$ cat config.mk
export PLATFORM = sky130hd
export DESIGN_NAME = imm_word_unit
export DESIGN_NICKNAME = d
export VERILOG_FILES = /design/src/rtl/imm_word_unit.sv
export SDC_FILE = /design/constraint.sdc
export NUM_CORES = 1
export LEC_CHECK = 0
export BUFFER_PORTS_ARGS = -buffer_cell sky130_fd_sc_hd__buf_4
export CAP_MARGIN = 10
export CORE_ASPECT_RATIO = 1.1
export CORE_MARGIN = 2
export CORE_UTILIZATION = 30
export DETAILED_ROUTE_END_ITERATION = 8
export PLACE_DENSITY = 0.63
export RECOVER_POWER = 100
export SLEW_MARGIN = 20
export SYNTH_ARGS = -nofsm -noshare
export SYNTH_HDL_FRONTEND = slang
export SYNTH_SLANG_ARGS = --single-unit
$ cat constraint.sdc
create_clock -name clk -period 4.8 [get_ports clk]
set_input_delay 0.24 -clock clk [delete_from_list [all_inputs] [get_ports clk]]
set_output_delay 0.24 -clock clk [all_outputs]
set_load 0.005 [all_outputs]
$ cat src/rtl/imm_word_unit.sv
module imm_word_unit #(
  parameter int AW       = 32,
  parameter int KEY_SYS  = 6,
  parameter int KEY_REG  = 5,
  parameter int PTR_STEP = 16
) (
  input  logic          clk,
  input  logic          rst_n,
  input  logic          start,
  input  logic          is_store,
  input  logic [2:0]    key,
  input  logic [15:0]   req_count,
  input  logic [AW-1:0] addr,
  input  logic [31:0]   imm_in,
  input  logic [AW-1:0] cmd_ptr,
  input  logic          wait_req,
  output logic          done,
  output logic          kill,
  output logic          commit,
  output logic [31:0]   imm_out,
  output logic [AW-1:0] next_ptr,
  output logic          mem_req,
  output logic          mem_we,
  output logic [AW-1:0] mem_addr,
  output logic [3:0]    mem_be,
  output logic [31:0]   mem_wdata,
  input  logic [31:0]   mem_rdata,
  input  logic          mem_ack
);

  logic          busy, op_st, s4_r, s2_r;
  logic [AW-1:0] a_r, ptr_r;
  logic [31:0]   imm_r;

  wire       in_s4  = req_count[2];
  wire       in_s2  = !req_count[2] && req_count[1];
  wire [2:0] key_ef = (key < 3'(KEY_REG)) ? 3'(KEY_SYS) : key;
  wire       key_ok = (key_ef == 3'(KEY_SYS));
  wire [AW-1:0] in_al = in_s4 ? {addr[AW-1:2], 2'b00} :
                        in_s2 ? {addr[AW-1:1], 1'b0}  : addr;

  wire [1:0]  lane = a_r[1:0];
  wire [4:0]  bsh  = {lane, 3'b000};
  wire [31:0] st_v = s4_r ? imm_r : s2_r ? {16'h0, imm_r[31:16]} : {24'h0, imm_r[31:24]};
  wire [31:0] rsh  = mem_rdata >> bsh;
  wire [31:0] ld_v = s4_r ? rsh : s2_r ? {rsh[15:0], imm_r[15:0]} : {rsh[7:0], imm_r[23:0]};

  assign mem_req   = busy;
  assign mem_we    = busy && op_st;
  assign mem_addr  = a_r;
  assign mem_be    = s4_r ? 4'hF : s2_r ? (4'b0011 << lane) : (4'b0001 << lane);
  assign mem_wdata = st_v << bsh;

  always_ff @(posedge clk or negedge rst_n) begin
    if (!rst_n) begin
      busy <= 1'b0; op_st <= 1'b0; s4_r <= 1'b0; s2_r <= 1'b0;
      a_r <= '0; ptr_r <= '0; imm_r <= '0;
      done <= 1'b0; kill <= 1'b0; commit <= 1'b0;
      imm_out <= '0; next_ptr <= '0;
    end else begin
      done <= 1'b0; kill <= 1'b0; commit <= 1'b0;
      if (busy) begin
        if (mem_ack) begin
          busy     <= 1'b0;
          done     <= 1'b1;
          commit   <= !wait_req;
          imm_out  <= op_st ? imm_r : ld_v;
          next_ptr <= wait_req ? ptr_r : ptr_r + AW'(PTR_STEP);
        end
      end else if (start) begin
        if (key_ok) begin
          busy  <= 1'b1;
          op_st <= is_store;
          s4_r  <= in_s4;
          s2_r  <= in_s2;
          a_r   <= in_al;
          imm_r <= imm_in;
          ptr_r <= cmd_ptr;
        end else begin
          done     <= 1'b1;
          kill     <= 1'b1;
          imm_out  <= imm_in;
          next_ptr <= cmd_ptr;
        end
      end
    end
  end

  p_kill_done_r4: assert property (@(posedge clk) disable iff (!rst_n)
    kill |-> done && !commit && !mem_req);

  p_done_after_ack_r6: assert property (@(posedge clk) disable iff (!rst_n)
    (done && !kill) |-> $past(mem_req && mem_ack));

  p_req_hold_r6: assert property (@(posedge clk) disable iff (!rst_n)
    (mem_req && !mem_ack) |=> mem_req && $stable(mem_addr) && $stable(mem_be));

  p_be_size_r1: assert property (@(posedge clk) disable iff (!rst_n)
    mem_req |-> ($countones(mem_be) == 1 || mem_be == 4'b0011 ||
                 mem_be == 4'b1100 || mem_be == 4'hF));

  p_align_r1: assert property (@(posedge clk) disable iff (!rst_n)
    (mem_req && mem_be == 4'hF) |-> mem_addr[1:0] == 2'b00);

  p_commit_r5: assert property (@(posedge clk) disable iff (!rst_n)
    commit |-> done && next_ptr == $past(ptr_r) + AW'(PTR_STEP));

endmodule

* After elaboration in Yosys (flattened, before gate mapping) *
Index checks and enable logic that the tools add are counted.

storage, ports and cells
  register bits after elaboration = 167
  latch bits = 0
  RAM bits = 0
  bits in read-only memories = 0
  input bits = 153
  output and inout bits = 137
  memories = 0

operators by class
  $add $sub $neg = 1
  multiply operators = 0
  divide/modulo/power cells = 0
  $lt $le $gt $ge = 1
  equality and inequality tests = 3
  shift-type cells = 4
  muxes and demuxes = 30
  bitwise operators = 1
  reductions and logical operators = 7

operators by type and width
  cell                                              count
  2-to-1 mux 32 bit                                 13
  adder 32 x 5 -> 32 bit (second input constant)    1
  << shifter 32 x 5 -> 32 bit                       1
  right shift 32 x 5 -> 32 bit                      1
  2-to-1 mux 16 bit                                 1
  2-to-1 mux 1 bit                                  12
  2-to-1 mux 4 bit                                  2
  AND reduction 3 bit                               2
  != test 2 bit (second input constant)             2
  << shifter 1 x 2 -> 4 bit (first input constant)  1
  << shifter 2 x 2 -> 4 bit (first input constant)  1
  equality test 3 bit (second input constant)       1
  < comparator 3 bit (second input constant)        1
  2-to-1 mux 3 bit                                  1
  logical AND 1 bit                                 2
  logical NOT 1 bit                                 2
  2-to-1 mux 2 bit                                  1
  nonzero test 2 bit                                1
  inverter 1 bit                                    1

* Longest topological paths before layout *
  depth in word-level cells = 6
  mapped depth = 8
  gate-level depth less buffers = 7

* Least setup slack after synthesis *
Ideal clock, no wire load.

  path kind = register to register
  from = register a_r[0] (netlist: mem_addr[0])
  to = register imm_out[20]
  library setup time = 0.125 ns
  arrival = 1.783 ns
  required time = 4.675 ns
  setup slack = 2.892 ns
  stages on the path, launching flop included = 9
  clock period less this slack = 1.908 ns
  cell sequence = dfrtp_1 -> buf_4 -> buf_2 -> buf_4 -> mux2_2 -> a22oi_1 -> nor2_1 -> a211oi_1 -> nor3_1

on the way
  cells in the longest elaborated chain, start to end = 6

RTL lines
  what                              line  source
  from (decl)                       32    logic [AW-1:0] a_r, ptr_r;
  from (signal assigned)            76    a_r <= in_al;
  right shift 32 x 5 -> 32 bit (*)  45    wire [31:0] rsh = mem_rdata >> bsh;
  2-to-1 mux 32 bit                 46    wire [31:0] ld_v = s4_r ? rsh : s2_r ? {rsh[15:0], imm_r[15:0]} : {rsh[7:0], imm_r[23:0]};
  2-to-1 mux 32 bit (*)             46
  2-to-1 mux 32 bit (*)             67    imm_out <= op_st ? imm_r : ld_v;
  2-to-1 mux 32 bit (*)             63    if (mem_ack) begin
  2-to-1 mux 32 bit (*)             62    if (busy) begin
  to (signal assigned)              67
  to (signal assigned)              82    imm_out <= imm_in;
  to (decl)                         20    output logic [31:0] imm_out,

Every way passes the cells marked *; elsewhere a longest branch is shown, timed or not. The select of a mux whose other input is x is not followed.
A chain may end at the register's enable or synchronous reset.

* Worst setup path in the final report *
  from = register busy (netlist: mem_req)
  to = register imm_r[24]

on the way
  cells in the longest elaborated chain, start to end = 2

RTL lines
  what                           line  source
  from (decl)                    31    logic busy, op_st, s4_r, s2_r;
  from (signal assigned)         56    busy <= 1'b0; op_st <= 1'b0; s4_r <= 1'b0; s2_r <= 1'b0;
  from (signal assigned)         64    busy <= 1'b0;
  from (signal assigned)         72    busy <= 1'b1;
  inverter 1 bit (no line)       -
  AND reduction 3 bit (no line)  -
  to (signal assigned)           77    imm_r <= imm_in;
  to (decl)                      33    logic [31:0] imm_r;

No other way between the ends.

==> impl_metrics.yaml <==
run_status:
  run_status: "finished, violations left"
  violations: "max-capacitance violations, max-slew violations"
layout:
  final_common_cell: "sky130_fd_sc_hd__dfrtp_1"
  n_antenna_cell: 0
  drive_above_1_share: 0.3792
  area_delta_synth_final_pct: 30.66
  instances_no_fill: 1487
  final_cell_area_mm2: 0.01180
  final_cell_mix: "sky130_fd_sc_hd__dfrtp_1, sky130_fd_sc_hd__buf_4, sky130_fd_sc_hd__mux2_2"
  nNetsFinal: 1254
  nFillCells: 2965
  final_core_util: 0.3990
timing:
  timing.final.crit_share: 0.7590
  clock_skew_ps: 13.37
  setup_violations: 0
  fmax_mhz: 274.5
  setup_total_negative_slack_ps: 0
  final_period_minus_worst_setup_slack_ps: 3643
  slew_at_the_pin_closest_to_its_max_slew_limit_ps: 2690
  finalHoldViolations: 0
  rsz0062_at_grt: "false"
  maxSlewHeadroom: -0.7975
  final-max-slew-violation-count: 236
cts:
  post_cts_resized: 0
  tritoncts_num_sinks: 167
  skew_pair_late_insertion_delay_ps: 440
  cts_post_setup_buffers_inserted: 0
  cts_root_buf: "sky130_fd_sc_hd__clkbuf_16"
  cts.path.max_buffers: 2
  htree_levels: 4
  clk_pin_slew_ps: 70
  cts-buffers-inserted: 17
  cts-hold-fix-buffers: 1
  tritoncts: "yes"
detailed_routing:
  drt_pass1_iterations: 5
  number_of_nets_with_antenna_violations_after_detailed_routing: 0
  detail_route.drc_violations: 0
  detail_route.wl_per_cell_um: 20.44
  totalWireLength_um: 30390
  starting_drc_count_in_detailed_routing: 618
  via_count: 7885
  via_per_inst: 5.303
placement:
  detailed_place_hpwl_um: 21920
  dp_cells: 1454
  place_area_mm2: 0.01133
  gpl.final_weighted_congestion: 0.8647
  place.port_buffers: 274
logic_synthesis:
  synth.area.top_cells: "sky130_fd_sc_hd__dfrtp_1, sky130_fd_sc_hd__mux2_2, sky130_fd_sc_hd__mux2i_1"
  ys_types: 56
  synthCells: 863
  ys_dominant_reg_cell: "sky130_fd_sc_hd__dfrtp_1"
  syn_nets: 1017
  synth_area_mm2: 0.009027
  synth_area_leader_cell: "sky130_fd_sc_hd__dfrtp_1"
  yosys_register_bits: 167
  ys_seq_area_frac: 0.4629
  synth.top_cell.area_share: 0.4629
  synth.avg_cell_area_um2: 10.46
  synth-edff-count: 0
  ys_warn_count: 0
  asyncSetResetFlopFracSynth: 1.000
floorplan:
  floorplan.initialDensity: 0.3054
  core.rowCount: 66
  die_area_mm2: 0.03150
  coreArea_mm2: 0.02956
  die_h_um: 185.9
  floorplan.io_pins: 290
  die_span_x_um: 169.4
worst_setup_path:
  worst_setup_path_end_kind: "flip-flop"
  start_kind: "flip-flop"
  timing.critical_path.slowest_cell_delay_ps: 1890
  ff2ff_path_depth: 4
  worst-endpoint-arrival_ps: 3960
  critical_path.cell_chain: "nor2b_1 > nand2_1 > buf_4 > mux2_2"
  cp_class: "reg2reg"
  timing.critical_path.slowest_stage_cell: "sky130_fd_sc_hd__nand2_1"
  reg2reg_slack_ps: 1160
  biggest_fanout_along_the_worst_timing_path: 61
  crit_required_ps: 5120
global_routing:
  grt_first_pass_wirelength_um: 46350
  grt_start_max_net_pins: 101
  antenna_found_initial: 2
  total_congestion_overflow: 0
  gr-usage-all-layers: 0.1931
  first_global_vias: 7948
run:
  timing.max_cap.violations: 4
hold_path:
  worst_hold_path_type: "in2reg"
  holdPathStages: 2
power:
  cellLeakagePower_nw: 5.092
  max-vdd-ir-drop_uv: 223.5
  pwr_density_cell_mw_per_mm2: 471.1
report_power, final:
part / internal [mW] / switching (mW)
Clock: 0.855 / 0.624
Combinational: 0.971 / 0.967
Sequential: 1.80 / 0.339
Total: 3.63 / 1.93
synthesized netlist by cell type (18+ instances only):
master / number
sky130_fd_sc_hd__a22oi_1: 24
sky130_fd_sc_hd__clkbuf_1: 49
sky130_fd_sc_hd__dfrtp_1: 167
sky130_fd_sc_hd__nor3_1: 21
sky130_fd_sc_hd__nand2_1: 74
sky130_fd_sc_hd__o22ai_1: 32
sky130_fd_sc_hd__a21oi_1: 37
sky130_fd_sc_hd__nor2_1: 71
sky130_fd_sc_hd__xnor2_1: 18
sky130_fd_sc_hd__nand3_1: 26
sky130_fd_sc_hd__o21ai_0: 44
sky130_fd_sc_hd__mux2_2: 121
sky130_fd_sc_hd__mux2i_1: 32
worst max-delay path, delay by kind of cell (launching register included):
family                 cells  cell delay, ps
and+or+nand+nor            2            1960
buffers and inverters      1             760
muxes                      1             400
DFF                        1             360
state kept, by name (all words and copies together), names as in the netlist:
name	flops
next_ptr	32
s4_r	1
done	1
imm_r	32
imm_out	32
mem_req	1
mem_addr	32
commit	1
kill	1
op_st	1
ptr_r	32
s2_r	1
layer usage:
metal / GRT usage / share of wire
met1: 0.2493 / 0.42
met2: 0.3187 / 0.48
met3: 0.04954 / 0.078
met4: 0.05880 / 0.021
met5: 0 / 0.00089
path summary, 6_finish.rpt:
| check | startpoint | end |
|---|---|---|
| min in group asynchronous | rst_n | imm_r[19] |
| min reg2reg | next_ptr[4] | next_ptr[4] |
| max in group asynchronous | rst_n | imm_r[29] |
| min | addr[11] | mem_addr[11] |
| max | mem_req | imm_r[24] |
| max reg2reg | mem_req | imm_r[24] |
metrics by stage:
step	total power [mW]	setup slack [ps]	hold slack (ps)
4_1_cts	5.725	1749	9.405
3_3_place_gp	4.192	1842	422.9
5_1_grt	5.908	861.6	11.61
3_5_place_dp	4.221	1770	443.3
6_report	5.557	1157	30.06
2_1_floorplan	3.142	2892	-55.59
kinds of logic after synthesis:
logic type,share of synthesized area
and+or+nand+nor,0.1340
AOI/OAI and AO/OA,0.1318
DFF,0.4629
muxes,0.2064
buffers and inverters,0.03922
xor gates and xnor gates,0.02426
adders and majority gates,0.001386
layout make-up:
cell class              instances  area [um2]  share of cell area
clock buffers                  19       452.9             0.03840
flip-flops and latches        167        4179              0.3543
well taps                     374       467.9             0.03967
repair buffers                286        2001              0.1696
inverters                       7       26.28            0.002228
clock inverters                13       167.7             0.01421
multi-input cells             621        4501              0.3816
Power figures use the tool's default switching activity.
